===== config.mk =====
export PLATFORM = sky130hd
export DESIGN_NAME = ep0_ctrl_engine
export DESIGN_NICKNAME = d
export VERILOG_FILES = /design/src/rtl/ep0_pkg.sv /design/src/rtl/ep0_data_buf.sv /design/src/rtl/ep0_setup_buf.sv /design/src/rtl/ep0_irq_flags.sv /design/src/rtl/ep0_ctrl_engine.sv
export SDC_FILE = /design/constraint.sdc
export NUM_CORES = 2
export LEC_CHECK = 0
export BUFFER_PORTS_ARGS = -buffer_cell sky130_fd_sc_hd__buf_2
export CORE_MARGIN = 2
export CORE_UTILIZATION = 61
export CTS_BUF_LIST = sky130_fd_sc_hd__clkbuf_2
export CTS_CLUSTER_SIZE = 10
export DETAILED_ROUTE_END_ITERATION = 12
export PLACE_DENSITY = 0.82
export SYNTH_ARGS = -nofsm -noshare
export SYNTH_HDL_FRONTEND = slang
export SYNTH_SLANG_ARGS = --single-unit
export TNS_END_PERCENT = 10

===== constraint.sdc =====
create_clock -name clk -period 10.2 [get_ports clk]
set_input_delay 0.51 -clock clk [delete_from_list [all_inputs] [get_ports clk]]
set_output_delay 0.51 -clock clk [all_outputs]
set_load 0.005 [all_outputs]

===== src/rtl/ep0_pkg.sv =====
package ep0_pkg;

  typedef enum logic [1:0] {PID_SETUP = 2'd0, PID_OUT = 2'd1, PID_IN = 2'd2} pid_e;
  typedef enum logic [1:0] {HS_ACK = 2'd0, HS_NAK = 2'd1, HS_STALL = 2'd2, HS_DATA = 2'd3} hs_e;
  typedef enum logic [1:0] {PH_IDLE = 2'd0, PH_SETUP = 2'd1, PH_DATA = 2'd2, PH_STATUS = 2'd3} ph_e;
  typedef enum logic [1:0] {CTX_NONE = 2'd0, CTX_SETUP = 2'd1, CTX_OUT = 2'd2} ctx_e;

  localparam logic [7:0] A_SETUP  = 8'h80;
  localparam logic [7:0] A_IRQ    = 8'h88;
  localparam logic [7:0] A_CTRL   = 8'h89;
  localparam logic [7:0] A_INCNT  = 8'h8A;
  localparam logic [7:0] A_INVAL  = 8'h8B;
  localparam logic [7:0] A_OUTVAL = 8'h8C;
  localparam logic [7:0] A_STAT   = 8'h8D;
  localparam logic [7:0] A_OUTCNT = 8'h8E;

  // A data packet closes the stage when it is short or the requested length is reached.
  function automatic logic stage_last(input logic [15:0] done, input logic [15:0] n,
                                      input logic [15:0] wlen, input int max_pkt);
    return (32'(n) < max_pkt) || (({1'b0, done} + {1'b0, n}) >= {1'b0, wlen});
  endfunction

  // Status runs IN unless the data stage itself is IN with a non-zero length.
  function automatic logic status_is_in(input logic dir_in, input logic [15:0] wlen);
    return !(dir_in && (wlen != 16'd0));
  endfunction

endpackage


===== src/rtl/ep0_data_buf.sv =====
module ep0_data_buf #(
  parameter int DEPTH = 64,
  localparam int AW = $clog2(DEPTH)
) (
  input  logic          clk,
  input  logic          rst_n,
  input  logic          we,
  input  logic [AW-1:0] waddr,
  input  logic [7:0]    wdata,
  input  logic [AW-1:0] raddr,
  output logic [7:0]    rdata
);
  logic [7:0] mem [DEPTH];

  always_ff @(posedge clk or negedge rst_n) begin
    if (!rst_n) begin
      for (int i = 0; i < DEPTH; i++) mem[i] <= '0;
    end else if (we) begin
      mem[waddr] <= wdata;
    end
  end

  assign rdata = mem[raddr];
endmodule


===== src/rtl/ep0_setup_buf.sv =====
module ep0_setup_buf #(
  parameter int N = 8,
  localparam int AW = $clog2(N)
) (
  input  logic              clk,
  input  logic              rst_n,
  input  logic              we,
  input  logic [AW-1:0]     waddr,
  input  logic [7:0]        wdata,
  output logic [N-1:0][7:0] q
);
  for (genvar g = 0; g < N; g++) begin : g_byte
    always_ff @(posedge clk or negedge rst_n) begin
      if (!rst_n) q[g] <= '0;
      else if (we && (32'(waddr) == g)) q[g] <= wdata;
    end
  end
endmodule


===== src/rtl/ep0_irq_flags.sv =====
module ep0_irq_flags #(
  parameter int N = 3
) (
  input  logic         clk,
  input  logic         rst_n,
  input  logic [N-1:0] set,
  input  logic [N-1:0] clr,
  output logic [N-1:0] flags
);
  // A hardware set in the same cycle as a clear leaves the flag set.
  always_ff @(posedge clk or negedge rst_n) begin
    if (!rst_n) flags <= '0;
    else flags <= (flags & ~clr) | set;
  end
endmodule


===== src/rtl/ep0_ctrl_engine.sv =====
module ep0_ctrl_engine
  import ep0_pkg::*;
#(
  parameter int BUF_BYTES   = 64,
  parameter int SETUP_BYTES = 8,
  parameter int EP_W        = 4,
  localparam int BA = $clog2(BUF_BYTES),
  localparam int CW = BA + 1,
  localparam int SA = $clog2(SETUP_BYTES)
) (
  input  logic            clk,
  input  logic            rst_n,
  input  logic            tok_valid,
  input  logic [1:0]      tok_pid,
  input  logic [EP_W-1:0] tok_ep,
  input  logic            rx_valid,
  input  logic [7:0]      rx_byte,
  input  logic            rx_end,
  input  logic [BA-1:0]   tx_addr,
  output logic [7:0]      tx_byte,
  output logic            hs_valid,
  output logic [1:0]      hs_code,
  output logic [CW-1:0]   tx_len,
  input  logic            reg_wr,
  input  logic [7:0]      reg_addr,
  input  logic [7:0]      reg_wdata,
  output logic [7:0]      reg_rdata,
  output logic            irq_setup,
  output logic            irq_data,
  output logic            irq_status
);
  ph_e           phase;
  ctx_e          ctx;
  logic [CW-1:0] rx_cnt, in_cnt, out_cnt;
  logic          out_ok, dir_in, st_in, armed, stalled;
  logic [15:0]   wlen, done;
  logic [7:1]    in_val_hi, out_val_hi;
  logic [SETUP_BYTES-1:0][7:0] su;
  logic [7:0]    out_rd;
  logic [2:0]    flags;

  // Named events for the checker
  logic tok_ep0, setup_tok, in_tok, setup_ok, rx_fin_out;
  logic ev_setup, ev_data, ev_status, consume;
  logic fw_arm, fw_stall;
  logic nx_hs_v;
  hs_e  nx_hs;
  logic [CW-1:0] nx_len;
  logic [15:0]   add_n;
  logic [15:0]   su_len;
  logic [1:0]    phase_w;

  function automatic logic [CW-1:0] clamp_cnt(input logic [7:0] v);
    if (32'(v) > BUF_BYTES) return CW'(BUF_BYTES);
    return v[CW-1:0];
  endfunction

  assign tok_ep0    = tok_valid && (tok_ep == '0);
  assign setup_tok  = tok_ep0 && (tok_pid == PID_SETUP);
  assign in_tok     = tok_ep0 && (tok_pid == PID_IN);
  assign setup_ok   = rx_end && (ctx == CTX_SETUP) && (32'(rx_cnt) == SETUP_BYTES);
  assign rx_fin_out = rx_end && (ctx == CTX_OUT);
  assign fw_arm     = reg_wr && (reg_addr == A_CTRL) && reg_wdata[0];
  assign fw_stall   = reg_wr && (reg_addr == A_CTRL) && reg_wdata[1];
  assign su_len     = {su[7], su[6]};
  assign ev_setup   = setup_ok;
  assign phase_w    = phase;

  always_comb begin
    nx_hs_v = 1'b0; nx_hs = HS_NAK; nx_len = '0;
    ev_data = 1'b0; ev_status = 1'b0; consume = 1'b0; add_n = '0;
    if (in_tok) begin
      nx_hs_v = 1'b1;
      if (stalled) nx_hs = HS_STALL;
      else if (armed && phase == PH_DATA && dir_in) begin
        nx_hs = HS_DATA; nx_len = in_cnt; consume = 1'b1; add_n = 16'(in_cnt);
        ev_data = stage_last(done, 16'(in_cnt), wlen, BUF_BYTES);
      end else if (armed && phase == PH_STATUS && st_in) begin
        nx_hs = HS_DATA; consume = 1'b1; ev_status = 1'b1;
      end
    end else if (rx_fin_out) begin
      nx_hs_v = 1'b1;
      if (stalled) nx_hs = HS_STALL;
      else if (out_ok && phase == PH_DATA && !dir_in) begin
        nx_hs = HS_ACK; consume = 1'b1; add_n = 16'(rx_cnt);
        ev_data = stage_last(done, 16'(rx_cnt), wlen, BUF_BYTES);
      end else if (out_ok && phase == PH_STATUS && !st_in && rx_cnt == '0) begin
        nx_hs = HS_ACK; consume = 1'b1; ev_status = 1'b1;
      end
    end else if (setup_ok) begin
      nx_hs_v = 1'b1; nx_hs = HS_ACK;
    end
  end

  always_ff @(posedge clk or negedge rst_n) begin
    if (!rst_n) begin
      phase <= PH_IDLE; ctx <= CTX_NONE; rx_cnt <= '0; out_ok <= 1'b0;
      dir_in <= 1'b0; st_in <= 1'b1; wlen <= '0; done <= '0;
      armed <= 1'b0; stalled <= 1'b0; in_cnt <= '0; out_cnt <= '0;
      in_val_hi <= '0; out_val_hi <= '0;
      hs_valid <= 1'b0; hs_code <= HS_ACK; tx_len <= '0;
    end else begin
      hs_valid <= nx_hs_v; hs_code <= nx_hs; tx_len <= nx_len;
      if (tok_valid) begin
        ctx    <= !tok_ep0 ? CTX_NONE : (tok_pid == PID_SETUP) ? CTX_SETUP :
                  (tok_pid == PID_OUT) ? CTX_OUT : CTX_NONE;
        rx_cnt <= '0;
        out_ok <= armed && ((phase == PH_DATA && !dir_in) || (phase == PH_STATUS && !st_in));
      end else if (rx_end) begin
        ctx <= CTX_NONE;
      end else if (rx_valid && ctx != CTX_NONE && rx_cnt != '1) begin
        rx_cnt <= rx_cnt + 1'b1;
      end
      if (consume) armed <= 1'b0;
      if (fw_arm) armed <= 1'b1;
      if (fw_stall) stalled <= 1'b1;
      if (setup_tok) begin
        armed <= 1'b0; stalled <= 1'b0; phase <= PH_SETUP;
      end else if (setup_ok) begin
        dir_in <= su[0][7]; wlen <= su_len; done <= '0;
        st_in  <= status_is_in(su[0][7], su_len);
        phase  <= (su_len == 16'd0) ? PH_STATUS : PH_DATA;
      end else if (rx_end && ctx == CTX_SETUP) begin
        phase <= PH_IDLE;
      end else begin
        if (consume && phase == PH_DATA) done <= done + add_n;
        if (ev_data) phase <= PH_STATUS;
        if (ev_status) phase <= PH_IDLE;
      end
      if (rx_fin_out && consume && phase == PH_DATA) out_cnt <= rx_cnt;
      if (reg_wr && reg_addr == A_INCNT) in_cnt <= clamp_cnt(reg_wdata);
      if (reg_wr && reg_addr == A_INVAL) in_val_hi <= reg_wdata[7:1];
      if (reg_wr && reg_addr == A_OUTVAL) out_val_hi <= reg_wdata[7:1];
    end
  end

  ep0_setup_buf #(.N(SETUP_BYTES)) u_setup (
    .clk(clk), .rst_n(rst_n),
    .we(rx_valid && ctx == CTX_SETUP && 32'(rx_cnt) < SETUP_BYTES),
    .waddr(rx_cnt[SA-1:0]), .wdata(rx_byte), .q(su)
  );

  ep0_data_buf #(.DEPTH(BUF_BYTES)) u_inbuf (
    .clk(clk), .rst_n(rst_n),
    .we(reg_wr && 32'(reg_addr) < BUF_BYTES),
    .waddr(reg_addr[BA-1:0]), .wdata(reg_wdata),
    .raddr(tx_addr), .rdata(tx_byte)
  );

  ep0_data_buf #(.DEPTH(BUF_BYTES)) u_outbuf (
    .clk(clk), .rst_n(rst_n),
    .we(rx_valid && ctx == CTX_OUT && out_ok && phase == PH_DATA && 32'(rx_cnt) < BUF_BYTES),
    .waddr(rx_cnt[BA-1:0]), .wdata(rx_byte),
    .raddr(reg_addr[BA-1:0]), .rdata(out_rd)
  );

  ep0_irq_flags #(.N(3)) u_irq (
    .clk(clk), .rst_n(rst_n),
    .set({ev_status, ev_data, ev_setup}),
    .clr((reg_wr && reg_addr == A_IRQ) ? reg_wdata[2:0] : 3'b000),
    .flags(flags)
  );

  assign irq_setup  = flags[0];
  assign irq_data   = flags[1];
  assign irq_status = flags[2];

  always_comb begin
    reg_rdata = '0;
    if (32'(reg_addr) < BUF_BYTES) reg_rdata = '0;
    else if (32'(reg_addr) < 2 * BUF_BYTES) reg_rdata = out_rd;
    else if (reg_addr >= A_SETUP && 32'(reg_addr) < 32'(A_SETUP) + SETUP_BYTES)
      reg_rdata = su[reg_addr[SA-1:0]];
    else begin
      case (reg_addr)
        A_IRQ:    reg_rdata = {5'b0, flags};
        A_CTRL:   reg_rdata = {6'b0, stalled, armed};
        A_INCNT:  reg_rdata = 8'(in_cnt);
        A_INVAL:  reg_rdata = {in_val_hi, 1'b1};
        A_OUTVAL: reg_rdata = {out_val_hi, 1'b1};
        A_STAT:   reg_rdata = {5'b0, dir_in, phase_w};
        A_OUTCNT: reg_rdata = 8'(out_cnt);
        default:  reg_rdata = '0;
      endcase
    end
  end
endmodule


# Word-level counts from Yosys, hierarchy flattened
# Index checks and enable logic that the tools add are counted.
[classes]
addsub = 4
order_cmp = 16
eq_ne = 24
n_mux = 86
bitwise = 7
reduce_logical = 71
[op_table]
columns = ["cell", "count"]
rows = [
  ["$bwmux 512", 2],
  ["$bmux 8 s6", 2],
  ["$demux 8 s6", 2],
  ["$mux 7", 13],
  ["$mux 8", 10],
  ["$mux 16", 4],
  ["$eq 8x8->1 const B", 7],
  ["$pmux 8 s7", 1],
  ["$logic_and 1x1->1", 49],
  ["$add 16x7->17", 2],
  ["$ge 17x16->1", 2],
  ["$mux 1", 34],
  ["$mux 2", 16],
  ["$bmux 8 s3", 1],
  ["$ge 7x7->1 const B", 3],
  ["$not 6->7", 3],
  ["$add 16x16->16", 1],
  ["$logic_not 16->1", 1],
  ["$lt 8x8->1 const B", 2],
  ["$reduce_bool 16->1", 1],
  ["$lt 7x1->1 const B", 2],
  ["$lt 7x7->1 const B", 2],
  ["$eq 3x3->1 const B", 4],
  ["$reduce_bool 2->1", 5],
  ["other kinds (28)", 39],
]
[word_totals]
ff_bits = 1177
in_bits = 42
output_inout_bits = 29
wordCells = 362

# Logic depth before layout (Yosys ltp)
[logic_depth]
ltp_word = 13
ltp_mapped = 17
mapped_depth_nobuf = 17

# Hierarchy
# From an unflattened synthesis, not the netlist that was laid out.
[unflattened]
hier_cells = 3840
area_unflattened_um2 = 56279.0
[modules_own_cells]
columns = ["mod", "instances", "cells_per_inst", "area_each_um2", "seq_area_each_um2"]
rows = [
  ["ep0_data_buf", 2, 1499, 23596.4, 12812.3],
  ["ep0_ctrl_engine", 1, 690, 6525.0, 2153.3],
  ["ep0_setup_buf", 1, 143, 2452.4, 1601.5],
  ["ep0_irq_flags", 1, 9, 108.9, 75.1],
]

# Worst setup path after synthesis
# OpenSTA, ideal clock, no wires.
[synth_path]
path_kind = "in2reg"
start = "input tok_ep[1]"
end = "register done[12]"
setup_ns = 0.078
arrival_ns = 3.542
setup_slack_ns = 6.580
path_stages = 15
path_cell_list = "nor4_1 > nand4b_1 > nor2b_1 > and2_1 > a21o_1 > ha_1 > inv_1 > fa_1 > nor2b_1 > o21a_1 > o21ai_0 > a21oi_1 > o211ai_1 > or3_1 > a21oi_1"
[synth_between]
elab_chain_len = 8
word_cells_on_any_way = 14
[synth_lines]
columns = ["item", "line", "text"]
rows = [
  ["start, declared", "ep0_ctrl_engine.sv:15", "input logic [EP_W-1:0] tok_ep,"],
  ["$logic_not 4->1 *", "ep0_ctrl_engine.sv:58", "assign tok_ep0 = tok_valid && (tok_ep == '0);"],
  ["$logic_and 1x1->1 *", "ep0_ctrl_engine.sv:58", ""],
  ["$logic_and 1x1->1", "ep0_ctrl_engine.sv:60", "assign in_tok = tok_ep0 && (tok_pid == PID_IN);"],
  ["$mux 16", "ep0_ctrl_engine.sv:72", "if (in_tok) begin"],
  ["$add 16x16->16", "ep0_ctrl_engine.sv:126", "if (consume && phase == PH_DATA) done <= done + add_n;"],
  ["$mux 16", "ep0_ctrl_engine.sv:126", ""],
  ["$mux 16", "ep0_ctrl_engine.sv:123", "end else if (rx_end && ctx == CTX_SETUP) begin"],
  ["$mux 16", "ep0_ctrl_engine.sv:119", "end else if (setup_ok) begin"],
  ["end signal, assigned", "ep0_ctrl_engine.sv:126", ""],
  ["end, declared", "ep0_ctrl_engine.sv:36", "logic [15:0] wlen, done;"],
]
# Mark *: on every way between the ends. The rest lies on a longest branch, timed or not. The select of a mux whose other input is x is not followed.
# A chain may end at the register's enable or synchronous reset.

# Worst setup path after layout
[layout_path]
start = "input reg_addr[3]"
end = "output reg_rdata[5]"
[layout_between]
elab_chain_len = 6
word_cells_on_any_way = 20
[layout_lines]
columns = ["item", "line", "text"]
rows = [
  ["start, declared", "ep0_ctrl_engine.sv:25", "input logic [7:0] reg_addr,"],
  ["$not 6->7 (implied by the code)", "ep0_data_buf.sv:23", "assign rdata = mem[raddr];"],
  ["$bmux 8 s6", "ep0_data_buf.sv:23", ""],
  ["$mux 8 (implied by the code) (2 in a row)", "ep0_data_buf.sv:23", ""],
  ["$mux 8", "ep0_ctrl_engine.sv:171", "else if (32'(reg_addr) < 2 * BUF_BYTES) reg_rdata = out_rd;"],
  ["$mux 8 *", "ep0_ctrl_engine.sv:170", "if (32'(reg_addr) < BUF_BYTES) reg_rdata = '0;"],
  ["end, declared", "ep0_ctrl_engine.sv:27", "output logic [7:0] reg_rdata,"],
]
# Marks and branches as above.

==> flow_summary.json <==
{
  "status": "completed",
  "synth_most_common_cell": "dfrtp_1",
  "finalSetupTns_ns": 0,
  "hold_viol_final": 0,
  "pin_count": 71,
  "cpMaxStageDelayCell": "nor3b_2",
  "clock_latency_ns": 1.64,
  "syn_area_per_cell_sq_um": 14.9,
  "synthArstFlopShare_pct": 100,
  "wirelength_um": 135000,
  "synth_cell_types": 70,
  "finClkSkew_ns": 0.206,
  "drive_gt1_share_pct": 49.9,
  "port_buffers": 70,
  "syn_area_sq_um": 55800,
  "clkTransAtPathRegs_ns": 0.11,
  "ys_seq_elements": 1177,
  "start_util_pct": 61.8,
  "worstPathRequired_ns": 9.69,
  "fmax_mhz": 208,
  "max_stage_delay_ns": 0.80,
  "p_per_area_nw_per_um2": 140,
  "setup_viol": 0,
  "die_w_um": 306,
  "grt_max_degree": 184,
  "synth_top_area_share_pct": 52.7,
  "clkSinkCount": 1177,
  "worst_r2r_endpoint": "phase[0]",
  "drc": 0,
  "worst_setup_path_end_kind": "primary output",
  "final.setup.worst_slack_ns": 5.39,
  "yosysSeqAreaShare_pct": 52.8,
  "grt_overflow": 0,
  "layout_worst_path_cycle_share_pct": 47.2,
  "leakagePower_nw": 30.0,
  "viasPerCell": 6.44,
  "min_from": "reg_wr",
  "worstSetupStartpointType": "input pin",
  "irDropWorstVdd_mv": 0.129,
  "place_inst": 4785,
  "startpoint": "reg_addr[3]",
  "slew_viol_final": 0,
  "regToRegSetupSlack_ns": 5.84,
  "cp-endpoint": "reg_rdata[5]",
  "syn_inst": 3750,
  "area_delta_synth_final_pct": 7.80,
  "dp_hpwl_um": 84500,
  "h-tree-depth": 5,
  "synth_area_leaders": "dfrtp_1, mux2_2, mux4_2",
  "drt.antenna.violating_nets": 0,
  "fp.coreArea_sq_um": 90300,
  "worst_slew_pin_slew_ns": 1.10,
  "finalCriticalPeriod_ns": 4.81,
  "critPathArrivalTime_ns": 4.30,
  "timing.max_cap.violations": 0,
  "critPathKind": "in -> out",
  "synthTopCellsByCount": "dfrtp_1, mux2_2, mux4_2",
  "grt_usage_pct": 29.6,
  "antenna_found_initial": 7,
  "synth_edf_count": 0,
  "synth.yosys.warnings": 0,
  "instances_no_fill": 5348,
  "grt_pass1_vias": 35700,
  "rows": 110,
  "synth_nets": 3854,
  "initialDrtViolationCount": 2684,
  "worstPathCellList": "dlygate4sd3_1 -> buf_2 -> or3b_2 -> nor3b_2 -> a22oi_1 -> o21ai_0 -> a221oi_1 -> o21ai_0 -> buf_2",
  "grt_pass1_wl_um": 213000,
  "dieArea_sq_um": 93900,
  "yosys.area.top_type": "dfrtp_1",
  "gp_congestion": 0.907,
  "rsz0062_at_grt": "no",
  "synth_ff_type": "dfrtp_1",
  "final_net_count": 4084,
  "wire_per_inst_um": 25.3,
  "r2r_cells": 17,
  "rr_startpoint": "rx_cnt[0]",
  "dp_slack_ns": 5.59,
  "cts_root_buffer": "clkbuf_2",
  "relSlewSlack_pct": 26.4,
  "vias": 34400,
  "drtPass1Iterations": 7,
  "dieHeight_um": 306,
  "clock_path_buffers": 4,
  "tritoncts": "done",
  "cts-buffers-inserted": 314,
  "hold_class": "in -> reg",
  "worst-path-max-fanout": 15
}
## layout make-up
| type | count | area [sq um] |
|---|---|---|
| Inverter | 32 | 120 |
| Multi-Input combinational cell | 2279 | 25200 |
| Fill cell | 6388 | 30100 |
| Antenna cell | 10 | 25.0 |
| Sequential cell | 1177 | 29500 |
| Clock inverter | 67 | 315 |
| Timing Repair Buffer | 176 | 1400 |
| Clock buffer | 431 | 2160 |
| Tap cell | 1176 | 1470 |
## per-stage QoR
step / hold slack [ns] / power, mW / cell area, sq um / util, %
floorplan: 0.214 / 5.24 / 55800 / -
finish: 0.215 / 8.45 / 60100 / 66.6
global route: 0.103 / 8.83 / 60100 / 66.6
detailed placement: 0.478 / 5.48 / 57100 / 63.2
CTS: 0.0743 / 8.52 / 60100 / 66.6
global placement: 0.470 / 5.46 / 57100 / 63.2
## power by group
part | internal [mW] | total (mW) | switching [mW]
combinational | 0.233 | 0.578 | 0.344
sequential | 4.77 | 4.83 | 0.0586
clock | 1.17 | 3.04 | 1.87
total | 6.17 | 8.45 | 2.27
## registers in the layout (all words and copies together), names as in the netlist, 16 cells and up
signal	cells
wlen	16
u_setup.q	64
u_outbuf.mem	512
done	16
u_inbuf.mem	512
## worst max-delay path: cells and delay by family
kind,cells,cell delay [ns]
simple gates,2,1.45
buf+inv,3,1.14
compound gates,4,1.18
## layout by cell type, fill, tap and decap left out, drive strengths merged, types with 6 or more instances in the layout
| cell type | count |
|---|---|
| a211oi | 9 |
| a21boi | 9 |
| a21o | 16 |
| a21oi | 42 |
| a221oi | 10 |
| a22oi | 20 |
| and2 | 11 |
| and3 | 8 |
| buf | 121 |
| clkbuf | 432 |
| clkinv | 60 |
| dfrtp | 1176 |
| diode | 10 |
| dlygate4sd3 | 54 |
| ha | 59 |
| inv | 37 |
| mux2 | 1140 |
| mux2i | 69 |
| mux4 | 298 |
| nand2 | 173 |
| nand2b | 9 |
| nand3 | 23 |
| nand3b | 9 |
| nand4 | 21 |
| nor2 | 117 |
| nor2b | 13 |
| nor3 | 26 |
| nor3b | 9 |
| nor4 | 8 |
| o211ai | 6 |
| o21ai | 56 |
| o22ai | 9 |
| o31ai | 6 |
| or2 | 8 |
| or3 | 6 |
| xnor2 | 24 |
| xor2 | 17 |
## logic make-up after synthesis
kind of cell               Yosys count  share of synthesized area (%)
AOI/OAI and AO/OA                  212                           2.46
xor gates and xnor gates            41                          0.644
adders and majority gates           62                           1.43
buffers and inverters              294                           2.09
DFF                               1177                           52.8
muxes                             1507                           36.3
and+or+nand+nor                    457                           4.30
## routing by layer
| layer | track usage [%] | wire (um) | vias to the layer above |
|---|---|---|---|
| met5 | 0 | 39 | - |
| met4 | 11.3 | 4200 | 6 |
| met3 | 6.59 | 9770 | 261 |
| met2 | 46.1 | 64900 | 1324 |
| met1 | 41.3 | 56400 | 18300 |
| li1 | - | - | 14600 |
## timing repair
| action | CTS | global route |
|---|---|---|
| gates resized for setup | 0 | 0 |
| endpoints found under the setup margin | 0 | 0 |
| buffers inserted | 0 | 0 |
| hold endpoints to repair | 1733 | 0 |
| hold buffers | 55 | 0 |
## worst min path at each step
stage | endpoint | slack, ns | cells past startpoint
2_1_floorplan | armed | 0.21 | 0
3_3_place_gp | u_outbuf.mem[508] | 0.47 | 1
6_report | out_val_hi[7] | 0.21 | 4
5_1_grt | out_val_hi[7] | 0.10 | 4
4_1_cts | out_val_hi[7] | 0.07 | 4
3_5_place_dp | u_outbuf.mem[508] | 0.48 | 1
(Power assumes the default switching activity.)
